**config.mk**
```make
export PLATFORM = sky130hd
export DESIGN_NAME = ds3_err_inj
export DESIGN_NICKNAME = d
export VERILOG_FILES = /design/src/rtl/ds3_err_pkg.sv /design/src/rtl/ds3_oh_decode.sv /design/src/rtl/ds3_err_chan.sv /design/src/rtl/ds3_err_mask.sv /design/src/rtl/ds3_err_inj.sv
export SDC_FILE = /design/constraint.sdc
export NUM_CORES = 1
export LEC_CHECK = 0
export BUFFER_PORTS_ARGS = -buffer_cell sky130_fd_sc_hd__buf_2
export CAP_MARGIN = 20
export CORE_ASPECT_RATIO = 1.5
export CORE_MARGIN = 2
export CORE_UTILIZATION = 31
export CTS_CLUSTER_SIZE = 28
export DETAILED_ROUTE_END_ITERATION = 16
export GPL_ROUTABILITY_DRIVEN = 0
export HOLD_SLACK_MARGIN = 0.05
export SLEW_MARGIN = 20
export SYNTH_ARGS = -nofsm -noshare
export SYNTH_HDL_FRONTEND = slang
export SYNTH_HIERARCHICAL = 1
export SYNTH_SLANG_ARGS = --single-unit
```
**constraint.sdc**
```tcl
create_clock -name clk_i -period 1.4 [get_ports clk_i]
set_clock_uncertainty 0.1 [all_clocks]
set_input_delay 0.42 -clock clk_i [delete_from_list [all_inputs] [get_ports clk_i]]
set_output_delay 0.42 -clock clk_i [all_outputs]
set_load 0.02 [all_outputs]
```
**src/rtl/ds3_err_pkg.sv**
```systemverilog
package ds3_err_pkg;
  localparam int SUB_W   = 3;
  localparam int BLK_W   = 3;
  localparam int NUM_SUB = 7;
  localparam int NUM_BLK = 8;
  localparam int M_FIRST = 4;   // subframe holding the first M bit
  localparam int P_FIRST = 2;   // subframes holding the P bits
  localparam int CP_SUB  = 2;
  localparam int FB_SUB  = 3;
  localparam int NCH     = 4;
  localparam int CH_FRM  = 0;
  localparam int CH_PAR  = 1;
  localparam int CH_CBP  = 2;
  localparam int CH_FEBE = 3;
  localparam int SEL_W   = 2;
  localparam int IDX_W   = 2;

  typedef enum logic [SEL_W-1:0] {
    FRM_FBIT = 2'd0,
    FRM_MBIT = 2'd1,
    FRM_SUBF = 2'd2,
    FRM_MULT = 2'd3
  } frm_mode_e;

  typedef struct packed {
    logic             sof;
    logic             f;
    logic [IDX_W-1:0] f_idx;
    logic             f_sub0;
    logic             m;
    logic [IDX_W-1:0] m_idx;
    logic             p;
    logic             cbp;
    logic             febe;
  } oh_cls_t;
endpackage

```
**src/rtl/ds3_oh_decode.sv**
```systemverilog
module ds3_oh_decode
  import ds3_err_pkg::*;
(
  input  logic             oh_i,
  input  logic [SUB_W-1:0] sub_i,
  input  logic [BLK_W-1:0] blk_i,
  output oh_cls_t          cls_o
);
  logic             blk0;
  logic             c_pos;
  logic [SUB_W-1:0] m_off;

  assign blk0  = (blk_i == '0);
  assign c_pos = !blk0 && !blk_i[0];
  assign m_off = sub_i - SUB_W'(M_FIRST);

  always_comb begin
    cls_o        = '0;
    cls_o.sof    = oh_i && blk0 && (sub_i == '0);
    cls_o.f      = oh_i && blk_i[0];
    cls_o.f_idx  = blk_i[BLK_W-1:1];
    cls_o.f_sub0 = oh_i && blk_i[0] && (sub_i == '0);
    cls_o.m      = oh_i && blk0 && (sub_i >= SUB_W'(M_FIRST)) && (sub_i < SUB_W'(NUM_SUB));
    cls_o.m_idx  = m_off[IDX_W-1:0];
    cls_o.p      = oh_i && blk0 && ((sub_i == SUB_W'(P_FIRST)) || (sub_i == SUB_W'(P_FIRST + 1)));
    cls_o.cbp    = oh_i && c_pos && (sub_i == SUB_W'(CP_SUB));
    cls_o.febe   = oh_i && c_pos && (sub_i == SUB_W'(FB_SUB));
  end
endmodule

```
**src/rtl/ds3_err_chan.sv**
```systemverilog
module ds3_err_chan #(
  parameter int SEL_W = 2
) (
  input  logic             clk_i,
  input  logic             rst_ni,
  input  logic             sof_i,
  input  logic             req_i,
  input  logic             cont_i,
  input  logic             span2_i,
  input  logic [SEL_W-1:0] sel_i,
  output logic             act_o,
  output logic [SEL_W-1:0] sel_o,
  output logic             ack_o
);
  logic             pend_q, act_q, one_q, left_q, ack_q;
  logic [SEL_W-1:0] sel_q;
  logic             req_ok;

  assign req_ok = req_i && !cont_i;

  always_ff @(posedge clk_i or negedge rst_ni) begin
    if (!rst_ni) begin
      pend_q <= 1'b0;
      act_q  <= 1'b0;
      one_q  <= 1'b0;
      left_q <= 1'b0;
      ack_q  <= 1'b0;
      sel_q  <= '0;
    end else begin
      ack_q <= 1'b0;
      if (sof_i) begin
        if (act_q && one_q && !left_q) ack_q <= 1'b1;
        if (act_q && left_q) begin
          // second frame of a two-frame insertion
          left_q <= 1'b0;
          pend_q <= pend_q || req_ok;
        end else if (cont_i) begin
          act_q  <= 1'b1;
          one_q  <= 1'b0;
          left_q <= 1'b0;
          sel_q  <= sel_i;
          pend_q <= 1'b0;
        end else if (pend_q) begin
          act_q  <= 1'b1;
          one_q  <= 1'b1;
          left_q <= span2_i;
          sel_q  <= sel_i;
          pend_q <= req_ok;
        end else begin
          act_q  <= 1'b0;
          one_q  <= 1'b0;
          pend_q <= req_ok;
        end
      end else if (req_ok) begin
        pend_q <= 1'b1;
      end
    end
  end

  assign act_o = act_q;
  assign sel_o = sel_q;
  assign ack_o = ack_q;
endmodule

```
**src/rtl/ds3_err_mask.sv**
```systemverilog
module ds3_err_mask
  import ds3_err_pkg::*;
(
  input  oh_cls_t          cls_i,
  input  logic [NCH-1:0]   act_i,
  input  logic [SEL_W-1:0] frm_sel_i,
  output logic             flip_o
);
  logic frm_hit;

  always_comb begin
    unique case (frm_mode_e'(frm_sel_i))
      FRM_FBIT: frm_hit = cls_i.f_sub0 && (cls_i.f_idx == '0);
      FRM_MBIT: frm_hit = cls_i.m && (cls_i.m_idx == '0);
      FRM_SUBF: frm_hit = cls_i.f_sub0;
      FRM_MULT: frm_hit = cls_i.m && (cls_i.m_idx == '0);
      default:  frm_hit = 1'b0;
    endcase
  end

  assign flip_o = (act_i[CH_FRM]  && frm_hit)   ||
                  (act_i[CH_PAR]  && cls_i.p)   ||
                  (act_i[CH_CBP]  && cls_i.cbp) ||
                  (act_i[CH_FEBE] && cls_i.febe);
endmodule

```
**src/rtl/ds3_err_inj.sv**
```systemverilog
module ds3_err_inj
  import ds3_err_pkg::*;
(
  input  logic             clk_i,
  input  logic             rst_ni,
  input  logic             data_i,
  input  logic             oh_i,
  input  logic [SUB_W-1:0] sub_i,
  input  logic [BLK_W-1:0] blk_i,
  input  logic [SEL_W-1:0] frm_mode_i,
  input  logic             frm_req_i,
  input  logic             frm_cont_i,
  input  logic             par_req_i,
  input  logic             par_cont_i,
  input  logic             cbp_req_i,
  input  logic             cbp_cont_i,
  input  logic             febe_req_i,
  input  logic             febe_cont_i,
  output logic             data_o,
  output logic             frm_ack_o,
  output logic             par_ack_o,
  output logic             cbp_ack_o,
  output logic             febe_ack_o
);
  oh_cls_t          cls;
  logic [NCH-1:0]   req, cont, span2, act, ack;
  logic [SEL_W-1:0] sel_in  [NCH];
  logic [SEL_W-1:0] sel_out [NCH];
  logic             flip;
  logic             data_q;

  ds3_oh_decode u_dec (
    .oh_i  (oh_i),
    .sub_i (sub_i),
    .blk_i (blk_i),
    .cls_o (cls)
  );

  assign req  = {febe_req_i, cbp_req_i, par_req_i, frm_req_i};
  assign cont = {febe_cont_i, cbp_cont_i, par_cont_i, frm_cont_i};

  for (genvar g = 0; g < NCH; g++) begin : g_ch
    if (g == CH_FRM) begin : g_frm
      assign sel_in[g] = frm_mode_i;
      assign span2[g]  = (frm_mode_i == FRM_SUBF) || (frm_mode_i == FRM_MULT);
    end else begin : g_par
      assign sel_in[g] = '0;
      assign span2[g]  = 1'b0;
    end

    ds3_err_chan #(.SEL_W(SEL_W)) u_chan (
      .clk_i   (clk_i),
      .rst_ni  (rst_ni),
      .sof_i   (cls.sof),
      .req_i   (req[g]),
      .cont_i  (cont[g]),
      .span2_i (span2[g]),
      .sel_i   (sel_in[g]),
      .act_o   (act[g]),
      .sel_o   (sel_out[g]),
      .ack_o   (ack[g])
    );
  end

  ds3_err_mask u_mask (
    .cls_i     (cls),
    .act_i     (act),
    .frm_sel_i (sel_out[CH_FRM]),
    .flip_o    (flip)
  );

  always_ff @(posedge clk_i or negedge rst_ni) begin
    if (!rst_ni) data_q <= 1'b0;
    else         data_q <= data_i ^ flip;
  end

  assign data_o     = data_q;
  assign frm_ack_o  = ack[CH_FRM];
  assign par_ack_o  = ack[CH_PAR];
  assign cbp_ack_o  = ack[CH_CBP];
  assign febe_ack_o = ack[CH_FEBE];
endmodule

```
-- Yosys cells after proc, flatten, opt, wreduce, memory -nomap -nowiden
Index checks and enable logic that the tools add are counted.
- flip-flop bits (word level): 23
- bits of input ports: 20
- output and inout bits: 5
- $add $sub $neg: 1
- order comparisons: 2
- equal/unequal tests: 7
- multiplexer cells: 51
- bitwise operators: 5
- reduce and logical (&&, ||, !) cells: 76
- operator list (operator ; number):
    1-bit 2-to-1 mux ; 48
    1-bit logical AND ; 33
    2-bit AND reduction ; 8
    3-bit nonzero test ; 4
    1-bit logical NOT ; 10
    2-bit nonzero test ; 5
    1-bit logical OR ; 9
    2-bit == test (second input constant) ; 4
    3-bit by 2-bit == test with 1-bit output (second input constant) ; 2
    2-bit logical NOT ; 3
    3-bit logical NOT ; 2
    2-bit 2-to-1 mux ; 2
    1-bit inverter ; 4
    3-bit >= comparator (second input constant) ; 1
    3-bit less-than comparator (second input constant) ; 1
    1-bit case mux with 3 select lines ; 1
    3-bit AND reduction ; 1
    2-bit by 1-bit == test with 1-bit output (second input constant) ; 1
    2-bit OR reduction ; 1
    2-bit by 1-bit subtractor with 2-bit output (second input constant) ; 1
    1-bit XOR ; 1

-- Logic depth before layout (Yosys ltp)
- depth after elaboration: 11
- depth in mapped cells: 5

-- By module
Netlist, hierarchy kept.
- by module, submodules not included (module ; times used ; cells each ; area an instance (µm²)):
    ds3_err_chan ; 4 ; 24 ; 304.0
    ds3_oh_decode ; 1 ; 15 ; 112.6
    ds3_err_inj ; 1 ; 4 ; 41.3
    ds3_err_mask ; 1 ; 7 ; 41.3

-- Least setup slack after synthesis
OpenSTA, ideal clock, no wires.
- path type: input to register
- start: input blk_i[0]
- end: register g_ch[0].u_chan.sel_q[0]
- library setup time: 0.125 ns
- data arrival time: 2.566 ns
- data required time: 1.175 ns
- setup slack: -1.391 ns
- stages on the path: 5
- path buffers: 0
- cell sequence: or4b_4 > nor4_1 > a21boi_2 > o21a_4 > mux2_4
- RTL lines (what ; RTL line ; RTL):
    from (decl) ; ds3_err_inj.sv:9 ; input logic [BLK_W-1:0] blk_i,
    to (signal assigned) ; ds3_err_chan.sv:41 ; sel_q <= sel_i;
    to (signal assigned) ; ds3_err_chan.sv:47 ; sel_q <= sel_i;
    to (decl) ; ds3_err_chan.sv:16 ; logic [SEL_W-1:0] sel_q;

==> flow_summary.toml <==
[setup_path]
cp-end-kind = "register"
critPathSlowestCell = "or4b_4"
slowest_delay_ns = 0.55
crit_chain = "buf_6 -> or4b_4 -> nor4_4 -> a21boi_4 -> o21a_4 -> mux2_4"
start_kind = "primary input"
critPathBufInv = 1
crit_family = "simple AND/OR/NAND/NOR gates"
worst_ep_required_time_ns = 1.45
worstPathArrival_ns = 1.94
critPathMaxFanout = 3
criticalPathCategory = "in -> reg"

[placement]
dp_hpwl_microns = 2012
numPortBuffers = 24
pre_cts_ws_ns = -0.7931
place_inst = 192
postPlaceCellArea_sq_um = 1476

[final_layout]
fin_area_sq_um = 1755
nets = 184
fin_cells = 206
drive_gt1_share_pct = 53.99
area_growth_pct = 49.89
most-common-layout-cells = "dfrtp_1 (23), buf_2 (23), buf_4 (19)"
diodes = 0
finish.utilization_pct = 48.11

[synth]
ys.warnings.count = 6
syn_avg_cell_area_sq_um = 10.65
syn_area_sq_um = 1171
synth_cells = 110

[floorplanning]
core_area_sq_um = 3649
dieArea_sq_um = 4296
start_util_pct = 32.10
num_io_pins = 25
fp.dieH_microns = 79.28
die_w_microns = 54.19
rows = 27

[timing]
fin_ws_ns = -0.4955
setup_viol = 23
relSlewSlack_pct = 64.88
hold_viol = 0
rsz0062_at_grt = "true"
slew_viol_final = 0
max_freq_ghz = 0.5276
worst_slew_pin_slew_ns = 0.5268
min_period_over_period_pct = 135.4
period_needed_ns = 1.896

[power]
p_per_area_nw_per_um2 = 855.5
power.leakage_uw = 0.0008436
peakVddDrop_mv = 0.3453
power_uw = 1502

[global_routing]
global_route.usage.total_pct = 13.93
grt.overflow.total = 0
grt_pass1_wl_microns = 4436
grt_max_degree = 24
antenna_found_initial = 0
grt_pass1_vias = 1091

[route]
drt-initial-drc-count = 33
vias = 1021
ant_nets = 0
firstDrtPassIters = 4
post-route-drc-count = 0
routed_wl_microns = 2926
post_drt_wl_per_cell_microns = 14.20
viasPerCell = 4.956

[run_status]
outcome = "finished, violations left"
violations = "setup timing"

[clock_tree]
clock-sinks = 23
tritoncts = "done"
cts_root_buf = "clkbuf_8"
h-tree-depth = 1
cts_max_path_buffers = 2
clk_latency_ns = 0.26
cts_buffers = 3
clk_pin_slew_ns = 0.08

[flow_run]
maxCapViolCount = 0

[worst_hold_path]
hold_class = "in -> reg"
state kept, by name, indices dropped and copies added, names as in the netlist:
| name | cells |
|---|---|
| g_ch.u_chan/left_q | 4 |
| g_ch.u_chan/act_o | 4 |
| g_ch.u_chan/one_q | 4 |
| data_o | 1 |
| g_ch.u_chan/sel_o | 2 |
| g_ch.u_chan/pend_q | 4 |
| g_ch.u_chan/ack_o | 4 |
path summary, 6_finish.rpt:
kind / startpoint / endpoint / slack [ns] / cells past startpoint
max: blk_i[0] / g_ch[0].u_chan/sel_o[1] / -0.50 / 6
min: data_i / data_o / 0.24 / 2
max reg2reg: g_ch[2].u_chan/act_o / data_o / -0.02 / 3
min reg2reg: g_ch[1].u_chan/one_q / g_ch[1].u_chan/one_q / 0.43 / 1
max in group asynchronous: rst_ni / g_ch[2].u_chan/left_q / 0.28 / 2
min in group asynchronous: rst_ni / g_ch[0].u_chan/pend_q / 0.56 / 2
cell type report:
type	count	area, sq um
repair buffers	52	369.1
well taps	43	53.80
fillers	347	1893
multi-input cells	70	659.4
inverters	14	52.55
flip-flops and latches	23	575.6
clock buffers	4	45.04
worst reg2reg max path, cell delays in order, from the launching register on:
cell and delay, ns:
dfrtp_1 0.46, a222oi_1 0.41, nand3_1 0.16, xor2_1 0.19
per-stage QoR:
step	setup TNS [ns]	hold slack, ns
after CTS	-8.438	0.2340
after detailed placement	-14.70	0.3256
final	-9.036	0.2359
after global routing	-10.15	0.2316
after floorplan	-12.34	0.02441
after global placement	-14.32	0.3209
metal layers:
layer  vias to the layer above  wire length [microns]  global-route usage [%]
met2                        24                   1702                   27.47
li1                        484                      -                       -
met4                         0                     41                   7.750
met3                         4                     80                   1.692
met5                         -                      0                       0
met1                       509                   1100                   12.34
report_power, final:
group / switching [uW] / internal [uW]
registers: 89.0 / 740
clock network: 198 / 203
logic: 128 / 144
total: 415 / 1090
what timing repair did:
item | CTS | global route
endpoints found under the hold margin | 23 | 0
pin swaps | 6 | 6
buffers inserted | 6 | 5
hold buffers | 1 | 0
gates resized for setup | 12 | 23
endpoints found under the setup margin | 23 | 23
(Power assumes the default switching activity.)
